`config.mk`:
```
export PLATFORM = sky130hd
export DESIGN_NAME = pxu_top
export DESIGN_NICKNAME = d
export VERILOG_FILES = /design/src/rtl/pxu_pkg.sv /design/src/rtl/pxu_word_slot.sv /design/src/rtl/pxu_pixel_pick.sv /design/src/rtl/pxu_bus_map.sv /design/src/rtl/pxu_top.sv
export SDC_FILE = /design/constraint.sdc
export NUM_CORES = 1
export LEC_CHECK = 0
export ABC_CLOCK_PERIOD_IN_PS = 2600
export BUFFER_PORTS_ARGS = -buffer_cell sky130_fd_sc_hd__buf_2
export CAP_MARGIN = 20
export CELL_PAD_IN_SITES_DETAIL_PLACEMENT = 1
export CELL_PAD_IN_SITES_GLOBAL_PLACEMENT = 1
export CORE_MARGIN = 2
export CORE_UTILIZATION = 41
export DETAILED_ROUTE_END_ITERATION = 6
export PLACE_DENSITY = 0.94
export SLEW_MARGIN = 20
export SYNTH_ARGS = -nofsm -noshare
export SYNTH_HDL_FRONTEND = slang
export SYNTH_HIERARCHICAL = 1
export SYNTH_SLANG_ARGS = --single-unit
export TNS_END_PERCENT = 50
```
`constraint.sdc`:
```
create_clock -name clk -period 2.6 [get_ports clk]
set_input_delay 0.26 -clock clk [delete_from_list [all_inputs] [get_ports clk]]
set_output_delay 0.26 -clock clk [all_outputs]
set_load 0.01 [all_outputs]
```
`src/rtl/pxu_pkg.sv`:
```
package pxu_pkg;
   // word-length codes
   localparam logic [1:0] WLEN_16 = 2'd0;
   localparam logic [1:0] WLEN_8  = 2'd1;
   localparam logic [1:0] WLEN_24 = 2'd3;
   // byte-valid masks
   localparam logic [3:0] MASK_PAIR   = 4'hF;
   localparam logic [3:0] MASK_SINGLE = 4'h7;
   // panel bus width codes
   localparam logic [1:0] BUS_16 = 2'd0;
   localparam logic [1:0] BUS_8  = 2'd1;
   localparam logic [1:0] BUS_18 = 2'd2;
   localparam logic [1:0] BUS_24 = 2'd3;

   typedef enum logic [1:0] {
      SLOT_DROP   = 2'd0,
      SLOT_PAIR   = 2'd1,
      SLOT_SINGLE = 2'd2
   } slot_kind_e;
endpackage

```
`src/rtl/pxu_word_slot.sv`:
```
module pxu_word_slot
   import pxu_pkg::*;
#(
   parameter int WORD_W = 32
) (
   input  logic              clk,
   input  logic              rst_n,
   input  logic              flush,
   input  logic [1:0]        wlen_code,
   input  logic [3:0]        byte_mask,
   input  logic              in_valid,
   input  logic [WORD_W-1:0] in_data,
   output logic              in_ready,
   input  logic              take,
   output logic              full,
   output logic              phase,
   output slot_kind_e        kind,
   output logic [WORD_W-1:0] word
);
   slot_kind_e kind_now;
   logic       load;

   always_comb begin
      if (wlen_code == WLEN_16 && byte_mask == MASK_PAIR)
         kind_now = SLOT_PAIR;
      else if (wlen_code == WLEN_24 && byte_mask == MASK_SINGLE)
         kind_now = SLOT_SINGLE;
      else
         kind_now = SLOT_DROP;
   end

   assign in_ready = ~full & ~flush;
   assign load     = in_valid & in_ready;

   always_ff @(posedge clk) begin
      if (!rst_n) begin
         full  <= 1'b0;
         phase <= 1'b0;
         kind  <= SLOT_DROP;
         word  <= '0;
      end else if (flush) begin
         full  <= 1'b0;
         phase <= 1'b0;
      end else if (load) begin
         word  <= in_data;
         kind  <= kind_now;
         full  <= (kind_now != SLOT_DROP);
         phase <= 1'b0;
      end else if (take) begin
         if (kind == SLOT_PAIR && !phase) begin
            phase <= 1'b1;
         end else begin
            full  <= 1'b0;
            phase <= 1'b0;
         end
      end
   end

   // after the lower half leaves, the word stays held for the upper half
   assert_pair_hold_R3: assert property (@(posedge clk) disable iff (!rst_n)
      (take && !flush && kind == SLOT_PAIR && !phase) |=> (full && phase && !in_ready));

   // an unsupported layout never becomes a pending pixel
   assert_drop_silent_R9: assert property (@(posedge clk) disable iff (!rst_n)
      (load && kind_now == SLOT_DROP) |=> !full);
endmodule

```
`src/rtl/pxu_pixel_pick.sv`:
```
module pxu_pixel_pick
   import pxu_pkg::*;
#(
   parameter int WORD_W = 32,
   parameter int PIX_W  = 24
) (
   input  logic [WORD_W-1:0] word,
   input  slot_kind_e        kind,
   input  logic              phase,
   output logic [PIX_W-1:0]  raw_pix,
   output logic              is16
);
   localparam int HALF_W = WORD_W / 2;

   logic [HALF_W-1:0] half;

   assign half = phase ? word[WORD_W-1:HALF_W] : word[HALF_W-1:0];
   assign is16 = (kind == SLOT_PAIR);

   always_comb begin
      if (is16)
         raw_pix = {{(PIX_W-HALF_W){1'b0}}, half};
      else
         raw_pix = word[PIX_W-1:0];
   end
endmodule

```
`src/rtl/pxu_bus_map.sv`:
```
module pxu_bus_map
   import pxu_pkg::*;
#(
   parameter int COMP_W = 8,
   parameter int RED_W  = 6,
   parameter int NARROW_W = 5
) (
   input  logic [3*COMP_W-1:0] raw_pix,
   input  logic                is16,
   input  logic [1:0]          bus_code,
   input  logic                reduce18,
   output logic [3*COMP_W-1:0] bus_pix
);
   localparam int PIX_W = 3 * COMP_W;
   localparam int R18_W = 3 * RED_W;
   localparam int R16_W = 2 * NARROW_W + RED_W;
   localparam int H16_W = 16;

   logic [RED_W-1:0]    top6 [3];
   logic [NARROW_W-1:0] top5 [3];

   // channel 0 = blue, 1 = green, 2 = red
   for (genvar c = 0; c < 3; c++) begin : g_chan
      assign top6[c] = raw_pix[c*COMP_W + COMP_W - 1 -: RED_W];
      assign top5[c] = raw_pix[c*COMP_W + COMP_W - 1 -: NARROW_W];
   end

   logic [R18_W-1:0] pix18;
   logic [R16_W-1:0] pix16;
   assign pix18 = {top6[2], top6[1], top6[0]};
   assign pix16 = {top5[2], top6[1], top5[0]};

   always_comb begin
      if (bus_code == BUS_8)
         bus_pix = '0;
      else if (is16)
         bus_pix = {{(PIX_W-H16_W){1'b0}}, raw_pix[H16_W-1:0]};
      else if (bus_code == BUS_16)
         bus_pix = {{(PIX_W-R16_W){1'b0}}, pix16};
      else if (bus_code == BUS_18 || reduce18)
         bus_pix = {{(PIX_W-R18_W){1'b0}}, pix18};
      else
         bus_pix = raw_pix;
   end
endmodule

```
`src/rtl/pxu_top.sv`:
```
module pxu_top
   import pxu_pkg::*;
#(
   parameter int WORD_W = 32,
   parameter int COMP_W = 8,
   parameter int RED_W  = 6,
   parameter int NARROW_W = 5
) (
   input  logic                clk,
   input  logic                rst_n,
   input  logic                flush,
   input  logic [1:0]          wlen_code,
   input  logic [3:0]          byte_mask,
   input  logic                reduce18,
   input  logic [1:0]          bus_code,
   input  logic                in_valid,
   input  logic [WORD_W-1:0]   in_data,
   output logic                in_ready,
   output logic                out_valid,
   output logic [3*COMP_W-1:0] out_pixel,
   input  logic                out_ready
);
   localparam int PIX_W = 3 * COMP_W;

   if (WORD_W != 32) begin : g_bad_word
      $error("pxu_top: WORD_W must be 32");
   end
   if (PIX_W != 24 || RED_W >= COMP_W || NARROW_W >= RED_W) begin : g_bad_comp
      $error("pxu_top: component widths inconsistent");
   end

   logic              full, phase, take, is16;
   slot_kind_e        kind;
   logic [WORD_W-1:0] word;
   logic [PIX_W-1:0]  raw_pix;

   assign out_valid = full & ~flush;
   assign take      = out_valid & out_ready;

   pxu_word_slot #(.WORD_W(WORD_W)) u_slot (
      .clk(clk), .rst_n(rst_n), .flush(flush),
      .wlen_code(wlen_code), .byte_mask(byte_mask),
      .in_valid(in_valid), .in_data(in_data), .in_ready(in_ready),
      .take(take), .full(full), .phase(phase), .kind(kind), .word(word)
   );

   pxu_pixel_pick #(.WORD_W(WORD_W), .PIX_W(PIX_W)) u_pick (
      .word(word), .kind(kind), .phase(phase),
      .raw_pix(raw_pix), .is16(is16)
   );

   pxu_bus_map #(.COMP_W(COMP_W), .RED_W(RED_W), .NARROW_W(NARROW_W)) u_map (
      .raw_pix(raw_pix), .is16(is16), .bus_code(bus_code),
      .reduce18(reduce18), .bus_pix(out_pixel)
   );

   // a flush leaves nothing pending
   assert_flush_empty_R11: assert property (@(posedge clk) disable iff (!rst_n)
      flush |=> !out_valid);

   // an unaccepted pixel stays offered
   assert_stall_hold_R12: assert property (@(posedge clk) disable iff (!rst_n)
      (out_valid && !out_ready && !flush) |=> out_valid);

   // packed pixels never drive the upper lines
   assert_pair_upper_zero_R8: assert property (@(posedge clk) disable iff (!rst_n)
      (out_valid && kind == SLOT_PAIR) |-> (out_pixel[PIX_W-1:16] == '0));

   // the 8-line bus carries no colour
   assert_bus8_zero_R10: assert property (@(posedge clk) disable iff (!rst_n)
      (out_valid && bus_code == BUS_8) |-> (out_pixel == '0));
endmodule

```
==> metrics.md <==
| Metric | Value |
|---|---|
| Max Cap Viol | 0 |
| Period utilisation layout | between 90% and 100% |
| Worst-Margin Slew | 0.680 ns |
| Post-synth top area cell | dfxtp_1 |
| Post-synth top area share | between 20 and 30% |
| Slew HR | a little over half |
| Wirelength per Cell | around 16 microns |
| Final setup skew | between 0.002 and 0.0025 ns |
| Effective utilization at floorplan | a little over two fifths |
| Clock slew at reported path FFs | 0.07 ns |
| Router iterations before antenna repair | 4 |
| Crit path to | out_pixel[6] |
| Setup Slack @ Placement | ~0.43 ns |
| CTS buffer count | 5 |
| Hold Path Class | in2reg |
| Crit path cell chain | nand2b_2, clkinvlp_4, nor2b_2, nand2_1, o221ai_1, buf_2 |
| Crit-path leading delay family | simple AND/OR/NAND/NOR gates |
| Worst VDD drop | between 0.2 and 0.3 mV |
| IO Pins | ~70 |
| Core Area | between 0.005 and 0.006 sq mm |
| Fill cells | slightly below 800 |
| Fmax achieved | 0.418 GHz |
| Post-synth EDFFs | 0 |
| Die Span Y | between 80 and 90 microns |
| Status | complete, no violations |
| Detailed placement HPWL | approximately 5.6 mm |
| Top cells by area, synth | dfxtp_1 28%, nand2_1 12%, a21boi_1 9.1% |
| CP required | 2.34 ns |
| Yosys warnings | 6 |
| Worst reg-to-reg setup slack | roughly 0.99 ns |
| CP max-delay cell | dfxtp_1 |
| Worst Setup SP | u_slot/kind[1]$_SDFFE_PN0P_ |
| CP endpoint kind | output port |
| Syn avg cell area | approximately 8.4 sq um |
| Final setup viols | 0 |
| Cell-internal power | 0.000896 W |
| Sw frac | a little over a quarter |
| DIE AREA | between 0.006 and 0.007 sq mm |
| Fin worst setup slack | 0.206 ns |
| Post-synth ARST share | 0% |
| PD cells | 408 mW/mm^2 |
| HP Start | in_data[29] |
| Vias in the first global route | roughly 2500 |
| Syn Inst Count | 307 |
| Initial antenna violation count | 0 |
| Worst r2r dst | u_slot/word[19]$_SDFFE_PN0P_ |
| First-pass GRT wire length | 12.1 mm |
| Worst skew pair latency | between 0.2 and 0.3 ns |
| Layout cells sized above 1 | approximately 31% |
| Register bit count reported by yosys | 36 |
| Most used DFF post-synth | dfxtp_1 |
| Sequential power share | 48.1% |
| Post-Route WL | 7.28 mm |
| Synth unique cells | 38 |
| Post-route cell area | 0.00300 sq mm |
| WP depth | 6 |
| Sw power | between 0.0003 and 0.0004 W |
| Fin crit period | ~2.4 ns |
| Delay of the slowest cell on the worst path | about 0.37 ns |
| H-tree levels | 2 |
| Leak Pwr | about 1.3 nW |
| # diodes | 0 |
| Max-slew violations | 0 |
| Multi-input logic area | around 0.0017 sq mm |
| Routability cong. | around 0.86 |
| GRT Util Overall | a little over a fifth |
| CTS sink cnt | 36 |
| Dpl cells | 436 |
| Detailed router's first-iteration violation count | roughly 120 |
| Layout area overhead | 16.7% |
| IO Port Bufs | approximately 70 |
| Cell with the most instances after synthesis | nand2_1 |
| Register area | 721 sq um |
| Vias/cell | between 5 and 6 |
| Clock power frac | between 30% and 40% |
| CTS Root Buffer Type | clkbuf_8 |
| Post-DRT Antenna Nets | 0 |
| CTS tree | built |
| Drt drc | 0 |
| Pin count of the biggest net entering global routing | 37 |
| Worst path arrival time | between 2 and 2.5 ns |
| Congestion Overflow GR | 0 |
| Hold Path Cell Cnt | 3 |
| Final std cells w/o fill | 447 |
| Cell area after synthesis | around 0.0026 sq mm |
| Post-synthesis sequential area ratio | roughly 28% |
| Fin nets | roughly 420 |
| Row Count | 28 |
| Worst r2r src | u_slot/full$_SDFFE_PP0P_ |
| Placement Cell Area | slightly below 0.003 sq mm |
| Worst Path Buf+Inv | 2 |
| Path depth of the worst reg2reg path | 4 |
| Final setup TNS | 0 ns |
| Combinational power share | 18.7% |
| Synth cell count leaders | 85 x nand2_1, 36 x dfxtp_1, 31 x a21boi_1 |
| Via count | between 2000 and 2500 |
| Worst Path Class, Setup | reg2out |
| Total Power | 0.00122 W |
| Syn_nets | 353 |
| Clock Path Buffers | 2 |
| Die W | between 80 and 90 microns |
| Startpoint types | flop |
| Worst-path maximum fanout | 11 |
| Fin. Hold Viols | 0 |
per-stage QoR:
stage	util [%]	hold slack [ns]
finish	50.1	0.208
global route	50.1	0.210
CTS	49.6	0.200
detailed placement	48.1	0.452
global placement	48.1	0.443
floorplan	-	0.395
power groups by stage:
stage               clock network [W]  logic [W]  registers (W)
global placement                    0   0.000220       0.000599
floorplan                           0   0.000162       0.000595
global route                 0.000443   0.000252       0.000591
finish                       0.000406   0.000229       0.000589
detailed placement                  0   0.000228       0.000601
CTS                          0.000417   0.000230       0.000589
flip-flops by register name, summed over array words and instances, names as in the netlist:
register      count
u_slot/full       1
u_slot/kind       2
u_slot/word      32
u_slot/phase      1
tightest hold or removal path, cell delays in order:
cell and delay, ns:
buf_2 0.10, nand2_1 0.05, a21boi_1 0.05
how the worst min path moves through the flow:
stage	endpoint
after floorplan	u_slot/word[0]$_SDFFE_PN0P_
after global routing	u_slot/word[3]$_SDFFE_PN0P_
after CTS	u_slot/word[29]$_SDFFE_PN0P_
after global placement	u_slot/word[15]$_SDFFE_PN0P_
final	u_slot/word[29]$_SDFFE_PN0P_
after detailed placement	u_slot/word[29]$_SDFFE_PN0P_
final cells by class:
type | instances | area share [%]
multi-input combinational | 245 | 55.4
sequential | 36 | 24.0
timing repair buffer | 79 | 13.8
tap | 75 | 3.13
clock buffer | 8 | 3.00
inverter | 4 | 0.625
kinds of logic (layout without fill, tap and decap cells):
group	after synthesis	in the layout	synth area share, %
and+or+nand+nor	152	152	30.7
AOI/OAI and AO/OA	69	69	21.9
DFF	36	36	28.0
buffers and inverters	26	91	7.40
muxes	24	24	12.0
metal layers:
metal	global-route usage, %	vias to the layer above	routed length, microns
li1	-	1195	-
met1	27.4	1181	3250
met2	36.1	69	3560
met3	3.58	10	348
met4	6.41	0	113
met5	0	-	0
layout by cell type (no fill, tap or decap), drive strengths merged, types with 8 or more instances in the layout:
cell / instances
nand2b: 17
nor2b: 13
o221ai: 12
buf: 79
a311o: 11
and2: 15
a21boi: 34
nand2: 85
mux2: 18
dfxtp: 36
clkbuf: 8
timing repair:
| action | in CTS | in global routing |
|---|---|---|
| buffers inserted | 0 | 3 |
| resized for setup | 0 | 2 |
| setup endpoints to repair | 0 | 18 |
| hold buffers | 0 | 0 |
(Power assumes the default switching activity.)
